$ cat src/rtl/rdt_pkg.sv
package rdt_pkg;
  localparam int PRE_W    = 8;
  localparam int SEL_W    = 4;
  localparam int CNT_W    = 16;
  localparam int DIV_W    = 4;
  localparam int MAX_SEL  = 3;

  localparam logic [7:0] OFS_PRE  = 8'h00;
  localparam logic [7:0] OFS_DIV  = 8'h04;
  localparam logic [7:0] OFS_CTL  = 8'h08;
  localparam logic [7:0] OFS_BUF  = 8'h3C;
  localparam logic [7:0] OFS_OBS  = 8'h40;

  localparam int PRE_LSB  = 8;
  localparam int SEL_LSB  = 16;
  localparam int BIT_RUN  = 20;
  localparam int BIT_MAN  = 21;
  localparam int BIT_AUTO = 22;

  typedef struct packed {
    logic auto_rl;
    logic man_upd;
    logic run;
  } ctl_t;

  function automatic logic [DIV_W-1:0] div_limit(input logic [SEL_W-1:0] sel);
    logic [DIV_W:0] span;
    int eff;
    eff  = (int'(sel) > MAX_SEL) ? MAX_SEL : int'(sel);
    span = (DIV_W+1)'(1) << (eff + 1);
    return DIV_W'(span - 1'b1);
  endfunction
endpackage

$ cat src/rtl/rdt_prescale.sv
module rdt_prescale #(
  parameter int PRE_W = 8
) (
  input  logic             clk,
  input  logic             rst_n,
  input  logic             active,
  input  logic [PRE_W-1:0] pre_val,
  output logic             pre_tick
);
  logic [PRE_W-1:0] pc_q, pc_d;

  assign pre_tick = active && (pc_q == pre_val);

  always_comb begin
    pc_d = pc_q;
    if (!active)       pc_d = '0;
    else if (pre_tick) pc_d = '0;
    else               pc_d = pc_q + 1'b1;
  end

  always_ff @(posedge clk or negedge rst_n) begin
    if (!rst_n) pc_q <= '0;
    else        pc_q <= pc_d;
  end
endmodule

$ cat src/rtl/rdt_divider.sv
module rdt_divider
  import rdt_pkg::*;
(
  input  logic             clk,
  input  logic             rst_n,
  input  logic             active,
  input  logic             pre_tick,
  input  logic [SEL_W-1:0] sel,
  output logic             tick
);
  logic [DIV_W-1:0] dc_q, dc_d;
  logic [DIV_W-1:0] lim;

  assign lim  = div_limit(sel);
  assign tick = active && pre_tick && (dc_q == lim);

  always_comb begin
    dc_d = dc_q;
    if (!active)       dc_d = '0;
    else if (tick)     dc_d = '0;
    else if (pre_tick) dc_d = dc_q + 1'b1;
  end

  always_ff @(posedge clk or negedge rst_n) begin
    if (!rst_n) dc_q <= '0;
    else        dc_q <= dc_d;
  end
endmodule

$ cat src/rtl/rdt_counter.sv
module rdt_counter #(
  parameter int CNT_W = 16
) (
  input  logic             clk,
  input  logic             rst_n,
  input  logic             tick,
  input  logic             active,
  input  logic             man_upd,
  input  logic             auto_rl,
  input  logic [CNT_W-1:0] bufv,
  output logic [CNT_W-1:0] cnt,
  output logic             wrap
);
  logic [CNT_W-1:0] cnt_q, cnt_d;
  logic             spent_q, spent_d;
  logic             wrap_q, wrap_d;

  always_comb begin
    cnt_d   = cnt_q;
    spent_d = spent_q;
    wrap_d  = 1'b0;
    if (man_upd) begin
      cnt_d   = bufv;
      spent_d = 1'b0;
    end else if (active && tick) begin
      if (cnt_q != '0) begin
        cnt_d = cnt_q - 1'b1;
      end else if (auto_rl) begin
        cnt_d   = bufv;
        wrap_d  = 1'b1;
        spent_d = 1'b0;
      end else if (!spent_q) begin
        wrap_d  = 1'b1;
        spent_d = 1'b1;
      end
    end
  end

  always_ff @(posedge clk or negedge rst_n) begin
    if (!rst_n) begin
      cnt_q   <= '0;
      spent_q <= 1'b0;
      wrap_q  <= 1'b0;
    end else begin
      cnt_q   <= cnt_d;
      spent_q <= spent_d;
      wrap_q  <= wrap_d;
    end
  end

  assign cnt  = cnt_q;
  assign wrap = wrap_q;
endmodule

$ cat src/rtl/reload_down_timer.sv
module reload_down_timer
  import rdt_pkg::*;
(
  input  logic        clk,
  input  logic        rst_n,
  input  logic        reg_wr,
  input  logic [7:0]  reg_addr,
  input  logic [31:0] reg_wdata,
  output logic [31:0] reg_rdata,
  output logic        wrap_pulse
);
  // reset: asserted asynchronously, released on the clock
  logic [1:0] rsync_q;
  logic       rst_sync_n;

  always_ff @(posedge clk or negedge rst_n) begin
    if (!rst_n) rsync_q <= 2'b00;
    else        rsync_q <= {rsync_q[0], 1'b1};
  end
  assign rst_sync_n = rsync_q[1];

  // register file
  logic [PRE_W-1:0] pre_q, pre_d;
  logic [SEL_W-1:0] sel_q, sel_d;
  ctl_t             ctl_q, ctl_d;
  logic [CNT_W-1:0] buf_q, buf_d;
  logic [CNT_W-1:0] cnt;

  logic ctl_start, ctl_man, ctl_auto;
  assign ctl_start = ctl_q.run;
  assign ctl_man   = ctl_q.man_upd;
  assign ctl_auto  = ctl_q.auto_rl;

  always_comb begin
    pre_d = pre_q;
    sel_d = sel_q;
    ctl_d = ctl_q;
    buf_d = buf_q;
    if (reg_wr) begin
      unique case (reg_addr)
        OFS_PRE: pre_d = reg_wdata[PRE_LSB +: PRE_W];
        OFS_DIV: sel_d = reg_wdata[SEL_LSB +: SEL_W];
        OFS_CTL: ctl_d = '{auto_rl: reg_wdata[BIT_AUTO],
                           man_upd: reg_wdata[BIT_MAN],
                           run:     reg_wdata[BIT_RUN]};
        OFS_BUF: buf_d = reg_wdata[CNT_W-1:0];
        default: ;
      endcase
    end
  end

  always_ff @(posedge clk or negedge rst_sync_n) begin
    if (!rst_sync_n) begin
      pre_q <= '0;
      sel_q <= '0;
      ctl_q <= '0;
      buf_q <= '0;
    end else begin
      pre_q <= pre_d;
      sel_q <= sel_d;
      ctl_q <= ctl_d;
      buf_q <= buf_d;
    end
  end

  logic unused_wdata;
  assign unused_wdata = ^{reg_wdata[31:23], reg_wdata[7:0]};

  always_comb begin
    reg_rdata = '0;
    unique case (reg_addr)
      OFS_PRE: reg_rdata[PRE_LSB +: PRE_W] = pre_q;
      OFS_DIV: reg_rdata[SEL_LSB +: SEL_W] = sel_q;
      OFS_CTL: begin
        reg_rdata[BIT_RUN]  = ctl_q.run;
        reg_rdata[BIT_MAN]  = ctl_q.man_upd;
        reg_rdata[BIT_AUTO] = ctl_q.auto_rl;
      end
      OFS_BUF: reg_rdata[CNT_W-1:0] = buf_q;
      OFS_OBS: reg_rdata[CNT_W-1:0] = cnt;
      default: ;
    endcase
  end

  // tick path
  logic counting;
  logic pre_tick;
  logic tick;

  assign counting = ctl_q.run && !ctl_q.man_upd;

  rdt_prescale #(.PRE_W(PRE_W)) u_pre (
    .clk      (clk),
    .rst_n    (rst_sync_n),
    .active   (counting),
    .pre_val  (pre_q),
    .pre_tick (pre_tick)
  );

  rdt_divider u_div (
    .clk      (clk),
    .rst_n    (rst_sync_n),
    .active   (counting),
    .pre_tick (pre_tick),
    .sel      (sel_q),
    .tick     (tick)
  );

  rdt_counter #(.CNT_W(CNT_W)) u_cnt (
    .clk     (clk),
    .rst_n   (rst_sync_n),
    .tick    (tick),
    .active  (counting),
    .man_upd (ctl_q.man_upd),
    .auto_rl (ctl_q.auto_rl),
    .bufv    (buf_q),
    .cnt     (cnt),
    .wrap    (wrap_pulse)
  );
endmodule

$ cat config.mk
export PLATFORM = sky130hd
export DESIGN_NAME = reload_down_timer
export DESIGN_NICKNAME = d
export VERILOG_FILES = /design/src/rtl/rdt_pkg.sv /design/src/rtl/rdt_prescale.sv /design/src/rtl/rdt_divider.sv /design/src/rtl/rdt_counter.sv /design/src/rtl/reload_down_timer.sv
export SDC_FILE = /design/constraint.sdc
export NUM_CORES = 1
export LEC_CHECK = 0
export ABC_AREA = 1
export BUFFER_PORTS_ARGS = -buffer_cell sky130_fd_sc_hd__buf_2
export CAP_MARGIN = 30
export CORE_UTILIZATION = 50
export CTS_BUF_LIST = sky130_fd_sc_hd__clkbuf_4 sky130_fd_sc_hd__clkbuf_8
export DETAILED_ROUTE_END_ITERATION = 8
export PLACE_DENSITY = 0.79
export SYNTH_ARGS = -nofsm -noshare
export SYNTH_HDL_FRONTEND = slang
export SYNTH_SLANG_ARGS = --single-unit
$ cat constraint.sdc
create_clock -name clk -period 2.4 [get_ports clk]
set_clock_uncertainty 0.15 [all_clocks]
set_input_delay 0.24 -clock clk [delete_from_list [all_inputs] [get_ports clk]]
set_output_delay 0.24 -clock clk [all_outputs]
set_load 0.01 [all_outputs]
Word-level counts from Yosys, hierarchy flattened
Index checks and enable logic that the tools add are counted.

storage, ports and cells
  register bits = 63
  bits of input ports = 43
  output and inout port bits = 33

cells by class
  add/subtract/negate cells = 5
  order comparisons = 1
  equality and inequality tests = 8
  shifts and indexed selects = 1
  multiplexer cells = 23
  reduce and logical (&&, ||, !) cells = 16

operators by type and width
  kind                                                           count
  2-to-1 mux 16 bit                                              4
  adder 32 x 2 -> 32 bit, second input constant                  1
  left shift 1 x 32 -> 4 bit, first input constant               1
  one-hot mux 8 bit (3 select lines)                             1
  2-to-1 mux 4 bit                                               5
  2-to-1 mux 8 bit                                               2
  one-hot mux 8 bit (2 select lines)                             1
  nonzero test 16 bit                                            1
  subtractor 16 x 1 -> 16 bit, second input constant             1
  AND reduction 2 bit                                            6
  2-to-1 mux 1 bit                                               9
  adder 8 x 1 -> 8 bit, second input constant                    1
  == test 8 x 3 -> 1 bit, second input constant                  1
  == test 8 x 4 -> 1 bit, second input constant                  1
  == test 8 x 6 -> 1 bit, second input constant                  1
  == test 8 x 7 -> 1 bit, second input constant                  1
  == test 8 bit                                                  1
  logical NOT 8 bit                                              1
  logical AND 1 bit                                              5
  adder 4 x 1 -> 4 bit, second input constant                    1
  == test 4 bit                                                  1
  greater-than comparator 4 x 2 -> 1 bit, second input constant  1
  subtractor 4 x 1 -> 4 bit, second input constant               1
  2-to-1 mux 3 bit                                               1
  5 further kinds                                                5

Depth between registers and ports, before layout
  word-level depth = 10
  depth in mapped cells = 18

By module
Synthesis repeated with hierarchy kept, for this count alone.

second synthesis, totals
  cells, all modules = 665
  area, all modules = 4,500.6 µm²

modules (own cells, without submodules)
  module             instances  cells an instance  area an instance (µm²)  seq. area each (µm²)
  reload_down_timer  1          264                1,913.1                 825.8
  rdt_counter        1          225                1,468.9                 450.4
  rdt_prescale       1          116                695.7                   200.2
  rdt_divider        1          60                 422.9                   100.1

Worst setup path before layout
OpenSTA, ideal clock, no wires.

  path kind = register -> register
  start = reg sel_q[3]
  end = reg u_cnt.cnt_q[9], in the netlist u_cnt.cnt[9]
  arrival time = 2.390 ns
  required time = 2.133 ns
  setup slack = -0.256 ns
  stages on the path, launching flop included = 19
  path buffers = 1
  period minus slack after synthesis = 2.656 ns
  path through = dfrtp_1 > nor2_2 > nand2_1 > ha_1 > nor2_1 > nand3_1 > ha_1 > inv_1 > nand2_1 > nand2_1 > nor2_1 > nand3_1 > nor2_1 > nand3_1 > nand2_2 > nand2_4 > buf_6 > nand2_1 > nand2_1

on the way
  cells in the longest elaborated chain, start to end = 10

RTL lines
  item                                    line                     text
  start, declared                         reload_down_timer.sv:24  logic [SEL_W-1:0] sel_q, sel_d;
  start signal, assigned                  reload_down_timer.sv:60  sel_q <= sel_d;
  greater-than comparator 4 x 2 -> 1 bit  rdt_pkg.sv:29            eff = (int'(sel) > MAX_SEL) ? MAX_SEL : int'(sel);
  2-to-1 mux 4 bit (*)                    rdt_pkg.sv:29
  adder 32 x 2 -> 32 bit (*)              rdt_pkg.sv:30            span = (DIV_W+1)'(1) << (eff + 1);
  left shift 1 x 32 -> 4 bit (*)          rdt_pkg.sv:30
  subtractor 4 x 1 -> 4 bit (*)           rdt_pkg.sv:31            return DIV_W'(span - 1'b1);
  == test 4 bit (*)                       rdt_divider.sv:15        assign tick = active && pre_tick && (dc_q == lim);
  logical AND 1 bit (*)                   rdt_divider.sv:15
  logical AND 1 bit (*)                   rdt_counter.sv:25        end else if (active && tick) begin
  nonzero test 2 bit (no line) (*)        n/a
  AND reduction 2 bit (no line) (*)       n/a
  end signal, assigned                    rdt_counter.sv:45        cnt_q <= cnt_d;
  end, declared                           rdt_counter.sv:14        logic [CNT_W-1:0] cnt_q, cnt_d;

Every way passes the cells marked *; elsewhere a longest branch is shown, timed or not.
A chain may end at the register's enable or synchronous reset.

Final worst setup path
  start = reg sel_q[2]
  end = reg u_cnt.cnt_q[6], in the netlist u_cnt.cnt[6]

Same word-level chain as after synthesis.

==> results.cfg <==
[outcome]
status = finished with violations
violations = setup timing

[detailed_routing]
first_pass_iters = 5
wl_per_cell_um = 13.19
first_iter_violations = 247
vias_per_cell = 5.134
postRouteWirelength_um = 9930
via_count = 3866
drt_drc_violations_left = 0
antenna_left = 0

[critical_path]
cp_num_buf_inv = 2
worst_ep_required_time_ps = 2530
worst_reg2reg_startpoint = sel_q[2]
reg2reg_to = u_cnt.cnt[6]
worstPathArrival_ps = 2780
cpPeakStageDelay_ps = 420
critical-path-top-delay-family = simple AND/OR/NAND/NOR gates
reg2reg_depth = 17
cpMaxStageDelayCell = dfrtp_1
crit_chain = nor2_4, nand2_2, ha_4, nor2_4, nand2_2, ha_4, inv_2, nand2_1, nand2_1, nor2_1, nand3_1, nor2_2, nand3_2, nand2_4, buf_6, nand3_1, nand2_1
critical_path_peak_fanout = 8
critPathMostFrequentCell = nand2_1
path_class = reg -> reg
reg2reg_setup_slack_ps = -260
critical_path.endpoint_type = flip-flop
worstSetupStartpointType = flip-flop

[layout]
layout-drive-gt1-share_pct = 19.11
final_core_util_pct = 65.28
fin_area_mm2 = 0.004836
antenna_cells = 0
num-nets-final = 698
syn2layout_area_growth_pct = 23.21

[logic_synthesis]
ys_ff_latch = 63
synth-edff-count = 0
synth_cells = 563
synth_seq_area_share_pct = 40.17
share_of_synthesized_registers_carrying_an_async_set_or_reset_pct = 100.0
ys.flop_type = dfrtp_1
synth.yosys.warnings = 0
count_of_unique_library_cells_instantiated_by_yosys = 32
post-synth-top-area-cell = dfrtp_1
synth_largest_type_area_fraction_pct = 40.17
post_synth_main_area_contributors = dfrtp_1 40%, nand2_1 18%, inv_1 7.0%, nor2_1 6.3%, nand3_1 5.4%
mappedNetlistArea_mm2 = 0.003925
synthTopCellsByCount = 187 x nand2_1, 73 x inv_1, 66 x nor2_1
post_synth.cell_area_avg_um2 = 6.972
yosysMostFrequentCell = nand2_1

[pwr]
power.density_cell_area_mw_per_mm2 = 546.2
peak_supply_drop_mv = 0.3501
power_uw = 2641
leak_uw = 0.002607

[floorplan]
floorplan.initialDensity_pct = 52.98
die_w_um = 90.60
fp.dieH_um = 90.60
core_region_area_mm2 = 0.007408
die_area_mm2 = 0.008208
std_cell_rows = 31
io_pins = 76

[timing]
max_slew.worst_pin.slew_ps = 572.8
hold_viol = 0
rsz0062_at_grt = yes
postLayoutSetupSlackWorst_ps = -256.3
max_freq_mhz = 376.5
endpoints_failing_setup = 21
final_period_minus_worst_setup_slack_ps = 2656
fin_tns_setup_ps = -4171
timing.final.max_slew_violations = 0
slew_headroom_pct = 61.81
fin_crit_sh_pct = 110.7

[grt]
overflow = 0
grt_first_pass_wirelength_um = 17020
grt_pass1_vias = 3635
maximum_number_of_pins_on_one_net_before_global_route_repair = 38
grt.total_usage_pct = 25.83
initial_antenna_violation_count = 0

[placed_design]
post_dp_cell_area_mm2 = 0.004367
routabilityCongestion = 0.9314
port_buffers = 57
hpwlAfterDp_um = 6983

[flow_run]
drv.max_cap_violation_count = 0

[cts]
cts_inserted_buffers = 9
clkSinkCount = 63
max-clock-path-buffers = 2
clock_latency_ps = 340
tritoncts = built
cts_htree_levels = 3
cts.clk_slew.worst_paths_ps = 70
clockRootBuffer = clkbuf_8

[hold_path]
worst_hold_path.endpoint = pre_q[3]
hold_path_startpoint = reg_wdata[11]
timing.hold.worst_path_depth = 3
hold_class = in -> reg
[placed cells by master (no fill, tap or decap), types with 3 or more instances in the layout]
cell type / n
nand2_1: 184
dfrtp_1: 62
o21ai_2: 8
xnor2_1: 3
nand3_2: 3
nor2_1: 64
o22ai_1: 3
o21ai_0: 27
a21oi_1: 14
nand3_1: 38
nor3_1: 4
dlygate4sd3_1: 14
buf_4: 15
o21ai_1: 3
conb_1: 10
ha_1: 4
nand2_2: 4
nand2_4: 3
buf_2: 57
nand4_1: 3
inv_1: 72
clkinv_2: 3
clkbuf_8: 10
nor4_1: 4
nor2_2: 5
o211ai_1: 6
xor2_1: 9
[report_power, final]
| group | switching, uW | internal (uW) | total [uW] |
|---|---|---|---|
| clock network | 429 | 609 | 1040 |
| logic | 271 | 161 | 431 |
| registers | 60.8 | 1110 | 1170 |
[sequential cells by signal, summed over array words and instances (netlist names), 2 cells and up]
name        cells
buf_q          16
pre_q           8
rsync_q         2
sel_q           4
u_cnt.cnt      16
u_div.dc_q      4
u_pre.pc_q      8
[repair_timing]
action | CTS | global route
hold buffers | 14 | 0
hold endpoints to repair | 15 | 0
gates cloned | 1 | 0
pin swaps | 19 | 4
setup buffers | 2 | 2
endpoints found under the setup margin | 18 | 22
gates resized for setup | 12 | 3
[per-layer routing]
metal,part of all wire [%],track usage (%),vias up,wire (um)
met1,44,33.95,1794,4396
met4,2.4,10.35,0,235
met3,5.3,3.956,17,522
met5,0,0,-,0
met2,48,42.61,133,4777
li1,-,-,1922,-
[how the worst max path moves through the flow]
stage                   from             to  slack [ps]  cells after the start
floorplan           sel_q[2]   u_cnt.cnt[9]        -160                     18
global placement    sel_q[2]  u_cnt.cnt[12]        -150                     17
detailed placement  sel_q[2]  u_cnt.cnt[15]        -210                     17
CTS                 sel_q[3]   u_cnt.cnt[6]        -160                     17
global route        sel_q[2]  u_cnt.cnt[15]        -420                     17
finish              sel_q[2]   u_cnt.cnt[6]        -260                     17
[layout make-up]
type / instances / area (um2)
Tap cell: 99 / 123.9
Clock buffer: 10 / 137.6
Inverter: 73 / 274.0
Sequential cell: 63 / 1578
Timing Repair Buffer: 90 / 600.6
Clock inverter: 6 / 83.83
Fill cell: 645 / 2572
Multi-Input combinational cell: 412 / 2038
[worst reg2reg max path: cells and delay by family (launching register included)]
family | cells | cell delay (ps)
buf+inv | 2 | 190
simple gates | 13 | 1290
fa+ha+maj | 2 | 550
flops | 1 | 420
[through the flow]
step	cells	setup WS, ps	hold WS [ps]
2_1_floorplan	571	-157.3	-205.6
3_3_place_gp	718	-152.8	-125.9
3_5_place_dp	718	-214.6	-121.8
4_1_cts	751	-160.7	1.129
5_1_grt	753	-424.0	11.41
6_report	753	-256.3	6.813
[logic make-up after synthesis]
kind of cell / count (synthesis) / share of synthesized area (%)
adders and majority gates: 6 / 1.913
other: 2 / 0.1913
and+or+nand+nor: 320 / 34.36
buffers and inverters: 97 / 11.22
DFF: 63 / 40.17
xor gates and xnor gates: 12 / 2.678
AOI/OAI and AO/OA: 63 / 9.468
Note: power is estimated with default switching activity, not from simulation.
